--- config.mk ---
export PLATFORM = sky130hd
export DESIGN_NAME = sio_fifo_ctrl
export DESIGN_NICKNAME = d
export VERILOG_FILES = /design/src/rtl/sio_fifo_pkg.sv /design/src/rtl/sio_queue.sv /design/src/rtl/sio_irq_pend.sv /design/src/rtl/sio_fifo_ctrl.sv
export SDC_FILE = /design/constraint.sdc
export NUM_CORES = 1
export LEC_CHECK = 0
export ABC_AREA = 1
export BUFFER_PORTS_ARGS = -buffer_cell sky130_fd_sc_hd__buf_2
export CAP_MARGIN = 5
export CORE_MARGIN = 1
export CORE_UTILIZATION = 25
export DETAILED_ROUTE_END_ITERATION = 16
export GPL_TIMING_DRIVEN = 0
export PLACE_DENSITY = 0.38
export SKIP_CTS_REPAIR_TIMING = 1
export SYNTH_ARGS = -nofsm -noshare
export SYNTH_HDL_FRONTEND = slang
export SYNTH_HIERARCHICAL = 1
export SYNTH_SLANG_ARGS = --single-unit
--- constraint.sdc ---
create_clock -name clk -period 3.82 [get_ports clk]
set_input_delay 0.191 -clock clk [delete_from_list [all_inputs] [get_ports clk]]
set_output_delay 0.191 -clock clk [all_outputs]
set_load 0.01 [all_outputs]
--- src/rtl/sio_fifo_pkg.sv ---
`timescale 1ns/1ps
package sio_fifo_pkg;

   // word addresses of the register port
   typedef enum logic [2:0] {
      A_TXDATA  = 3'd0,
      A_RXDATA  = 3'd1,
      A_TXCTL   = 3'd2,
      A_RXCTL   = 3'd3,
      A_LEVELS  = 3'd4,
      A_IRQEN   = 3'd5,
      A_IRQPEND = 3'd6
   } reg_addr_e;

   localparam int REG_W       = 32;
   localparam int FIELD_W     = 6;
   // control word layout
   localparam int CTL_EN_BIT  = 0;
   localparam int CTL_FLU_BIT = 1;
   localparam int CTL_TRG_LSB = 8;
   // level word layout
   localparam int LV_RX_LSB   = 0;
   localparam int LV_TX_LSB   = 8;
   localparam int LV_FREE_LSB = 24;
   // interrupt source positions
   localparam int SRC_TX      = 0;
   localparam int SRC_RX      = 1;
   localparam int SRC_ERR     = 2;
   localparam int SRC_ROOM    = 3;
   localparam int N_PEND      = 3;
   localparam int N_IEN       = 4;

   typedef struct packed {
      logic [FIELD_W-1:0] trig;
      logic               en;
   } qctl_t;

endpackage

--- src/rtl/sio_queue.sv ---
`timescale 1ns/1ps
module sio_queue #(
   parameter int DW    = 8,
   parameter int DEPTH = 32
) (
   input  logic                         clk,
   input  logic                         rst_n,
   input  logic                         flush,
   input  logic                         push,
   input  logic [DW-1:0]                push_data,
   input  logic                         pop,
   output logic [DW-1:0]                head,
   output logic [$clog2(DEPTH+1)-1:0]   count,
   output logic                         full,
   output logic                         empty
);
   localparam int PW = (DEPTH > 1) ? $clog2(DEPTH) : 1;
   localparam int CW = $clog2(DEPTH + 1);

   logic [DW-1:0] mem [DEPTH];
   logic [PW-1:0] wr_ptr, rd_ptr, wr_nxt, rd_nxt;
   logic          push_ok, pop_ok;

   assign full    = (count == CW'(DEPTH));
   assign empty   = (count == '0);
   assign push_ok = push && !full && !flush;
   assign pop_ok  = pop && !empty && !flush;
   assign head    = mem[rd_ptr];

   generate
      if ((1 << PW) == DEPTH) begin : g_pow2
         assign wr_nxt = wr_ptr + PW'(1);
         assign rd_nxt = rd_ptr + PW'(1);
      end else begin : g_wrap
         assign wr_nxt = (wr_ptr == PW'(DEPTH - 1)) ? '0 : wr_ptr + PW'(1);
         assign rd_nxt = (rd_ptr == PW'(DEPTH - 1)) ? '0 : rd_ptr + PW'(1);
      end
   endgenerate

   always_ff @(posedge clk) begin
      if (push_ok) mem[wr_ptr] <= push_data;
   end

   always_ff @(posedge clk or negedge rst_n) begin
      if (!rst_n) begin
         wr_ptr <= '0;
         rd_ptr <= '0;
         count  <= '0;
      end else if (flush) begin
         wr_ptr <= '0;
         rd_ptr <= '0;
         count  <= '0;
      end else begin
         if (push_ok) wr_ptr <= wr_nxt;
         if (pop_ok)  rd_ptr <= rd_nxt;
         count <= count + CW'(push_ok) - CW'(pop_ok);
      end
   end

   assert_count_bound_R3: assert property (@(posedge clk) disable iff (!rst_n)
      count <= CW'(DEPTH));

   assert_flush_empties_R6: assert property (@(posedge clk) disable iff (!rst_n)
      flush |=> (count == '0));

   assert_no_overflow_R5: assert property (@(posedge clk) disable iff (!rst_n)
      (push && full && !pop && !flush) |=> (count == $past(count)));

endmodule

--- src/rtl/sio_irq_pend.sv ---
`timescale 1ns/1ps
module sio_irq_pend #(
   parameter int           N         = 3,
   parameter logic [N-1:0] EDGE_MASK = '0
) (
   input  logic         clk,
   input  logic         rst_n,
   input  logic [N-1:0] raw,
   input  logic [N-1:0] clr,
   output logic [N-1:0] pend
);
   logic [N-1:0] set_v;

   for (genvar i = 0; i < N; i++) begin : g_src
      if (EDGE_MASK[i]) begin : g_edge
         logic prev;
         always_ff @(posedge clk or negedge rst_n) begin
            if (!rst_n) prev <= 1'b0;
            else        prev <= raw[i];
         end
         assign set_v[i] = raw[i] && !prev;
      end else begin : g_pulse
         assign set_v[i] = raw[i];
      end

      assert_w1c_R9: assert property (@(posedge clk) disable iff (!rst_n)
         (clr[i] && !set_v[i]) |=> !pend[i]);

      assert_set_wins_R9: assert property (@(posedge clk) disable iff (!rst_n)
         set_v[i] |=> pend[i]);
   end

   always_ff @(posedge clk or negedge rst_n) begin
      if (!rst_n) pend <= '0;
      else        pend <= set_v | (pend & ~clr);
   end

endmodule

--- src/rtl/sio_fifo_ctrl.sv ---
`timescale 1ns/1ps
module sio_fifo_ctrl
   import sio_fifo_pkg::*;
#(
   parameter int DW    = 8,
   parameter int DEPTH = 32
) (
   input  logic             clk,
   input  logic             rst_n,
   input  logic             reg_wr,
   input  logic             reg_rd,
   input  logic [2:0]       reg_addr,
   input  logic [31:0]      reg_wdata,
   output logic [31:0]      reg_rdata,
   output logic             txq_valid,
   output logic [DW-1:0]    txq_data,
   input  logic             txq_pop,
   input  logic             rxq_push,
   input  logic [DW-1:0]    rxq_data,
   output logic             irq_tx,
   output logic             irq_rx,
   output logic             irq_err,
   output logic             irq_txroom
);
   localparam int CW = $clog2(DEPTH + 1);
   localparam logic [FIELD_W-1:0] DEPTH_F = FIELD_W'(DEPTH);

   generate
      if (DEPTH < 2 || CW > FIELD_W) begin : g_bad_depth
         $error("sio_fifo_ctrl: DEPTH must lie in 2..63");
      end
      if (DW < 1 || DW > REG_W) begin : g_bad_width
         $error("sio_fifo_ctrl: DW must lie in 1..32");
      end
   endgenerate

   // decode
   logic wr_txd, rd_rxd, wr_txc, wr_rxc, wr_ien, wr_clr;
   assign wr_txd = reg_wr && (reg_addr == A_TXDATA);
   assign rd_rxd = reg_rd && (reg_addr == A_RXDATA);
   assign wr_txc = reg_wr && (reg_addr == A_TXCTL);
   assign wr_rxc = reg_wr && (reg_addr == A_RXCTL);
   assign wr_ien = reg_wr && (reg_addr == A_IRQEN);
   assign wr_clr = reg_wr && (reg_addr == A_IRQPEND);

   // control words
   qctl_t txc, rxc;
   logic  tx_flush, rx_flush;
   logic [N_IEN-1:0] ien;

   always_ff @(posedge clk or negedge rst_n) begin
      if (!rst_n) begin
         txc <= '0;
         rxc <= '0;
         ien <= '0;
      end else begin
         if (wr_txc) txc <= '{trig: reg_wdata[CTL_TRG_LSB +: FIELD_W],
                              en:   reg_wdata[CTL_EN_BIT]};
         if (wr_rxc) rxc <= '{trig: reg_wdata[CTL_TRG_LSB +: FIELD_W],
                              en:   reg_wdata[CTL_EN_BIT]};
         if (wr_ien) ien <= reg_wdata[N_IEN-1:0];
      end
   end

   assign tx_flush = wr_txc && reg_wdata[CTL_FLU_BIT];
   assign rx_flush = wr_rxc && reg_wdata[CTL_FLU_BIT];

   // queues
   logic [DW-1:0] tx_head, rx_head;
   logic [CW-1:0] tx_cnt, rx_cnt;
   logic          tx_full, tx_empty, rx_full, rx_empty;
   logic          rx_push_en, tx_pop_en;

   assign tx_pop_en  = txq_pop && txc.en;
   assign rx_push_en = rxq_push && rxc.en;

   sio_queue #(.DW(DW), .DEPTH(DEPTH)) u_txq (
      .clk(clk), .rst_n(rst_n), .flush(tx_flush),
      .push(wr_txd), .push_data(reg_wdata[DW-1:0]), .pop(tx_pop_en),
      .head(tx_head), .count(tx_cnt), .full(tx_full), .empty(tx_empty));

   sio_queue #(.DW(DW), .DEPTH(DEPTH)) u_rxq (
      .clk(clk), .rst_n(rst_n), .flush(rx_flush),
      .push(rx_push_en), .push_data(rxq_data), .pop(rd_rxd),
      .head(rx_head), .count(rx_cnt), .full(rx_full), .empty(rx_empty));

   assign txq_valid = txc.en && !tx_empty;
   assign txq_data  = tx_head;

   // levels
   logic [FIELD_W-1:0] tx_lvl, rx_lvl, tx_free;
   assign tx_lvl  = FIELD_W'(tx_cnt);
   assign rx_lvl  = FIELD_W'(rx_cnt);
   assign tx_free = DEPTH_F - tx_lvl;

   // interrupt sources
   logic              tx_cond, rx_cond, overrun;
   logic [N_PEND-1:0] pend, clr_v;

   assign tx_cond = txc.en && (tx_lvl <= txc.trig);
   assign rx_cond = rxc.en && (rx_lvl >= rxc.trig);
   assign overrun = rx_push_en && rx_full && !rx_flush;
   assign clr_v   = wr_clr ? reg_wdata[N_PEND-1:0] : '0;

   sio_irq_pend #(.N(N_PEND), .EDGE_MASK(3'b011)) u_pend (
      .clk(clk), .rst_n(rst_n),
      .raw({overrun, rx_cond, tx_cond}),
      .clr(clr_v), .pend(pend));

   assign irq_tx     = pend[SRC_TX]  && ien[SRC_TX];
   assign irq_rx     = pend[SRC_RX]  && ien[SRC_RX];
   assign irq_err    = pend[SRC_ERR] && ien[SRC_ERR];
   assign irq_txroom = ien[SRC_ROOM] && (tx_free != '0);

   // read mux
   always_comb begin
      reg_rdata = '0;
      if (reg_rd) begin
         case (reg_addr_e'(reg_addr))
            A_RXDATA: if (!rx_empty) reg_rdata[DW-1:0] = rx_head;
            A_TXCTL: begin
               reg_rdata[CTL_EN_BIT]              = txc.en;
               reg_rdata[CTL_TRG_LSB +: FIELD_W]  = txc.trig;
            end
            A_RXCTL: begin
               reg_rdata[CTL_EN_BIT]              = rxc.en;
               reg_rdata[CTL_TRG_LSB +: FIELD_W]  = rxc.trig;
            end
            A_LEVELS: begin
               reg_rdata[LV_RX_LSB   +: FIELD_W]  = rx_lvl;
               reg_rdata[LV_TX_LSB   +: FIELD_W]  = tx_lvl;
               reg_rdata[LV_FREE_LSB +: FIELD_W]  = tx_free;
            end
            A_IRQEN:   reg_rdata[N_IEN-1:0]  = ien;
            A_IRQPEND: reg_rdata[N_PEND-1:0] = pend;
            default:   reg_rdata = '0;
         endcase
      end
   end

   logic unused_wdata;
   assign unused_wdata = ^reg_wdata;

   // checks next to the logic they guard
   assert_empty_read_zero_R4: assert property (@(posedge clk) disable iff (!rst_n)
      (rd_rxd && rx_empty) |-> (reg_rdata == '0));

   assert_full_write_drop_R3: assert property (@(posedge clk) disable iff (!rst_n)
      (wr_txd && tx_full && !tx_pop_en && !tx_flush) |=> (tx_cnt == $past(tx_cnt)));

   assert_overrun_flag_R5: assert property (@(posedge clk) disable iff (!rst_n)
      (rxq_push && rxc.en && rx_full && !rx_flush) |=> pend[SRC_ERR]);

   assert_disabled_push_R11: assert property (@(posedge clk) disable iff (!rst_n)
      (rxq_push && !rxc.en && !rd_rxd && !rx_flush) |=> (rx_cnt == $past(rx_cnt)));

   assert_tx_idle_R11: assert property (@(posedge clk) disable iff (!rst_n)
      (!txc.en && !wr_txd && !tx_flush) |=> (tx_cnt == $past(tx_cnt)));

   assert_flush_reads_zero_R6: assert property (@(posedge clk) disable iff (!rst_n)
      (reg_rd && (reg_addr == A_TXCTL || reg_addr == A_RXCTL)) |-> !reg_rdata[CTL_FLU_BIT]);

endmodule

======== Word level (Yosys, flattened, before mapping) ========
Memory sizes are Yosys's and may differ from the RTL's.
Cells that the tools add are included.
cells by class
  div/mod/pow operators ................... 0
  equality and inequality tests ........... 8
  bitwise gates (word level) .............. 3
  $lt $le $gt $ge ......................... 2
  shifts and indexed selects .............. 0
  mux-type cells .......................... 24
  add/subtract/negate cells ............... 9
  reduce and logical (&&, ||, !) cells .... 45
  multipliers ............................. 0
operator list
  operator                                                                count
  5-bit 2-to-1 mux                                                        8
  30-bit 2-to-1 mux                                                       1
  1-bit logical AND                                                       29
  5-bit by 1-bit adder with 5-bit output (second input constant)          4
  6-bit 2-to-1 mux                                                        3
  6-bit case mux with 3 select lines                                      1
  6-bit by 1-bit adder with 6-bit output                                  2
  6-bit equality test (second input constant)                             2
  6-bit logical NOT                                                       2
  6-bit by 1-bit subtractor with 6-bit output                             2
  3-bit equality test (second input constant)                             3
  1-bit logical NOT                                                       8
  8-bit 2-to-1 mux                                                        1
  2-bit case mux with 4 select lines                                      1
  2-bit nonzero test                                                      4
  3-bit by 2-bit equality test with 1-bit output (second input constant)  2
  6-bit greater-or-equal comparator                                       1
  6-bit <= comparator                                                     1
  1-bit case mux with 6 select lines                                      1
  6-bit nonzero test                                                      1
  6-bit subtractor (first input constant)                                 1
  1-bit 2-to-1 mux                                                        4
  2-bit case mux with 2 select lines                                      1
  3-bit AND                                                               1
  other kinds (7)                                                         7
storage, ports and cells
  register bits after elaboration ......... 55
  bits in latches ......................... 0
  memories ................................ 2
  memory bits (writable) .................. 512
  memory bits (read-only) ................. 0
memory list
  name       depth  bits a word  rd ports  clocked after memory_dff  wr ports  line             source
  u_rxq.mem  32     8            1         0                         1         sio_queue.sv:20  logic [DW-1:0] mem [DEPTH];
  u_txq.mem  32     8            1         0                         1         sio_queue.sv:20

======== Logic depth before layout (Yosys ltp) ========
  depth after elaboration ................. 8
  gate-level depth with buffers ........... 18
  mapped depth without buffers ............ 17

======== Cells and area by module ========
The synthesis kept the hierarchy.
modules (own cells, without submodules)
  module              area an instance (um^2)  cells each  times used
  sio_queue at u_txq  11,891.4                 1,151       1
  sio_queue at u_rxq  11,888.9                 1,151       1
  sio_fifo_ctrl       1,714.1                  277         1
  sio_irq_pend        177.7                    19          1

======== Least setup slack after synthesis ========
No wires, ideal clock.
  path kind ............................... input port to flip-flop
  start ................................... in reg_addr[2]
  end ..................................... reg u_txq.count[4]
  data arrival time ....................... 2.657 ns
  data required time ...................... 3.695 ns
  cell stages on the path ................. 16
  path buffers ............................ 2
  slack ................................... 1.038 ns
  path through ............................ buf_4 > nor3_4 > nand2_2 > buf_2 > nor2_1 > inv_1 > nand3_1 > inv_1 > ha_1 > inv_1 > ha_1 > fa_1 > a21oi_1 > o21bai_1 > o21ai_0 > a21oi_1
on the way
  word-level cells in the longest chain between the ends .. 8
  elaborated cells between the ends (all ways) .. 12
  those cells by class .................... add/sub (2); eq/ne (1); mux (1); reduce/logical (8)
ends and longest elaborated chain
  element                                           line                              source
  start: declaration                                sio_fifo_ctrl.sv:12               input logic [2:0] reg_addr,
  3-bit by 2-bit equality test with 1-bit output *  sio_fifo_ctrl.sv:41               assign wr_txc = reg_wr && (reg_addr == A_TXCTL);
  1-bit logical AND *                               sio_fifo_ctrl.sv:41
  1-bit logical AND *                               sio_fifo_ctrl.sv:65               assign tx_flush = wr_txc && reg_wdata[CTL_FLU_BIT];
  named net tx_flush                                sio_fifo_ctrl.sv:48               logic tx_flush, rx_flush;
  1-bit logical NOT                                 sio_queue.sv:26, sio_queue.sv:27
  1-bit logical AND                                 sio_queue.sv:26                   assign push_ok = push && !full && !flush;
  6-bit by 1-bit adder with 6-bit output            sio_queue.sv:56                   count <= count + CW'(push_ok) - CW'(pop_ok);
  6-bit by 1-bit subtractor with 6-bit output       sio_queue.sv:56
  6-bit 2-to-1 mux *                                sio_queue.sv:49                   end else if (flush) begin
  end signal: assignment                            sio_queue.sv:56
  end: declaration                                  sio_queue.sv:13                   output logic [$clog2(DEPTH+1)-1:0] count,
Mark *: on every way through the listed nets, which the timed path passes. The rest lies on a longest branch.
A chain may end at the register's enable or synchronous reset.

======== Final worst setup path ========
  start ................................... reg u_txq.count[2]
  end ..................................... mem u_txq.mem[17][7], enable pin
on the way
  word-level cells in the longest chain between the ends .. 6
ends and longest elaborated chain
  element                                 line             source
  6-bit equality test                     sio_queue.sv:24  assign full = (count == CW'(DEPTH));
  1-bit logical NOT                       sio_queue.sv:26
  1-bit logical AND (2 in a row)          sio_queue.sv:26
  1-bit 2-to-1 mux                        sio_queue.sv:41  if (push_ok) mem[wr_ptr] <= push_data;
  1-bit 2-to-1 mux (not written as such)  sio_queue.sv:41
  end: declaration                        sio_queue.sv:20
Every way passes these cells.

==> metrics.cfg <==
[routing]
routed-via-count=18220
wire_per_inst_um=18.75
dr.pass1.iters=5
routed_wirelength_um=78150
viasPerCell=4.372
first_iter_violations=1208
ant_nets=0
drc=0

[cts]
clk_latency_ns=0.63
htree_num_levels=3
cts_tree=done
cts.sinks=567
root_buffer=clkbuf_16
clkTransAtPathRegs_ns=0.06
cts_inserted_buffers=69
cts_buffer_depth=3

[timing]
clock_skew_ns=0.01904
finalSetupViolCount=0
worstMarginPinSlew_ns=0.9748
slew_viol_final=0
fmaxAchievable_mhz=293.1
hold_slack_ns=0.02530
hold_viol_final=0
worst_slack_ns=0.4083
fin_crit_sh=0.8931
relSlewSlack=0.3477
rsz0062_at_grt=false
period_needed_ns=3.412
setup_tns_ns=0

[worst_setup_path]
arrival_ns=3.65
worstSetupPathType=reg -> reg
timing.rr.start=u_txq/count[2]$_DFF_PN0_
r2r_setup_slack_ns=0.41
worstRegToRegCells=7
reg2reg_to=u_txq/mem[17][7]$_DFFE_PP_
startpoint_type=register
crit_chain=inv_1 > ha_1 > nand4_1 > nand2_1 > nor2_1 > nand2_1 > nor2_1
path_max_fanout=8
slowest_delay_ns=0.87
cp.required_ns=4.06
end_kind=register
slowest_stage=nor2_1

[place]
hpwl_um=53430
dp_slack_ns=0.1321
place_congestion=0.8282
dp_cells=4037
io_buffer_count=61

[die]
rows=117
die_area_um2=104000
core_um2=101700
io_pins=94
die_w_um=322.4
die-height_um=322.4
start_util=0.2523

[grt]
grt_pass1_vias=18090
grt_max_degree=56
grt_pass1_wl_um=115900
grt_antenna_before_repair=1
overflow=0
top_usage_layer=met2
met2_usage=0.2382
grt_use_total=0.1514
grtUsageMet3=0.02317
use_met1=0.2131

[layout]
most-common-layout-cells=nand2_1, edfxtp_1, inv_1
diodes=0
final_cells=4167
utilization=0.2946
syn2layout_area_growth_pct=16.77
nFillCells=10680
final_common_cell=nand2_1
drive_gt1_frac=0.09682
num-nets-final=2839

[power]
p_clk_frac=0.316
p_sw_mw=7.547
ir_drop_mv=0.3442
switching_share=0.3756
combPwrFrac=0.320
p_int_mw=12.55
leakage_nw=12.51
pwr-share-seq=0.364
power_density_nw_per_um2=670.3

[synthesis]
yosys_warnings=6
synth_area_um2=25670
avgSynthCellArea_um2=9.884
synth_cells=2597

[worst_hold_path]
worstHoldPathCells=4
holdCritPathClass=in -> reg
hold_path_startpoint=reg_wr
worstHoldEndpoint=rxc[3]$_DFFE_PN0N_

[outcome]
status=finished clean

[flow_run]
maxCapViolations=0

registers in the layout, summed over array words and instances (netlist names):
register and cells:
u_txq/mem 256, u_rxq/count 6, u_txq/count 6, u_txq/wr_ptr 5
u_txq/rd_ptr 5, u_rxq/wr_ptr 5, u_rxq/rd_ptr 5, u_rxq/mem 256
txc 7, rxc 7, u_pend/pend 3, u_pend/g_src.g_edge.prev 2
ien 4
how the worst max path moves through the flow:
stage	to	start	slack [ns]	depth (start not counted)
6_report	u_txq/mem[17][7]$_DFFE_PP_	u_txq/count[2]$_DFF_PN0_	0.41	7
5_1_grt	u_txq/mem[17][7]$_DFFE_PP_	u_txq/count[2]$_DFF_PN0_	0.21	7
4_1_cts	reg_rdata[0]	u_rxq/rd_ptr[0]$_DFFE_PN0P_	0.42	14
3_5_place_dp	u_rxq/count[4]$_DFF_PN0_	reg_wdata[1]	0.13	14
3_3_place_gp	u_rxq/count[4]$_DFF_PN0_	reg_wdata[1]	0.16	14
2_1_floorplan	u_txq/count[4]$_DFF_PN0_	reg_addr[2]	1.04	16
layout make-up:
cell class,count,area (um^2),share of cell area
Timing Repair Buffer,68,377.9,0.01261
Multi-Input combinational cell,1548,6939,0.2315
Clock buffer,79,1764,0.05886
Inverter,377,1415,0.04721
Sequential cell,567,16750,0.5589
Tap cell,1368,1712,0.05711
Buffer,116,604.3,0.02016
Clock inverter,44,409.1,0.01365
worst max-delay path, delay by kind of cell, from the launching register on:
family	cells	cell delay [ns]
AND/OR/NAND/NOR	5	2.11
flip-flops	1	0.54
adder cells (fa/ha/maj)	1	0.25
buffers and inverters	1	0.13
routing by layer:
layer  share of wire  vias up
li1                -     8777
met1            0.48     8950
met2            0.45      395
met3           0.046       96
met4           0.024        0
met5               0        -
metrics by stage:
| stage | total power [mW] | cell area (um^2) |
|---|---|---|
| 2_1_floorplan | 11.31 | 25710 |
| 3_3_place_gp | 13.82 | 27730 |
| 3_5_place_dp | 13.86 | 27730 |
| 4_1_cts | 20.32 | 29900 |
| 5_1_grt | 21.26 | 29970 |
| 6_report | 20.09 | 29970 |
power by group through the flow:
| stage | clock (mW) | combinational [mW] | sequential, mW |
|---|---|---|---|
| finish | 6.35 | 6.43 | 7.31 |
| global route | 6.77 | 7.14 | 7.35 |
| CTS | 6.55 | 6.45 | 7.31 |
| detailed placement | 0 | 6.43 | 7.44 |
| global placement | 0 | 6.39 | 7.43 |
| floorplan | 0 | 3.97 | 7.34 |
No activity file was read; power rests on OpenSTA's default activity.
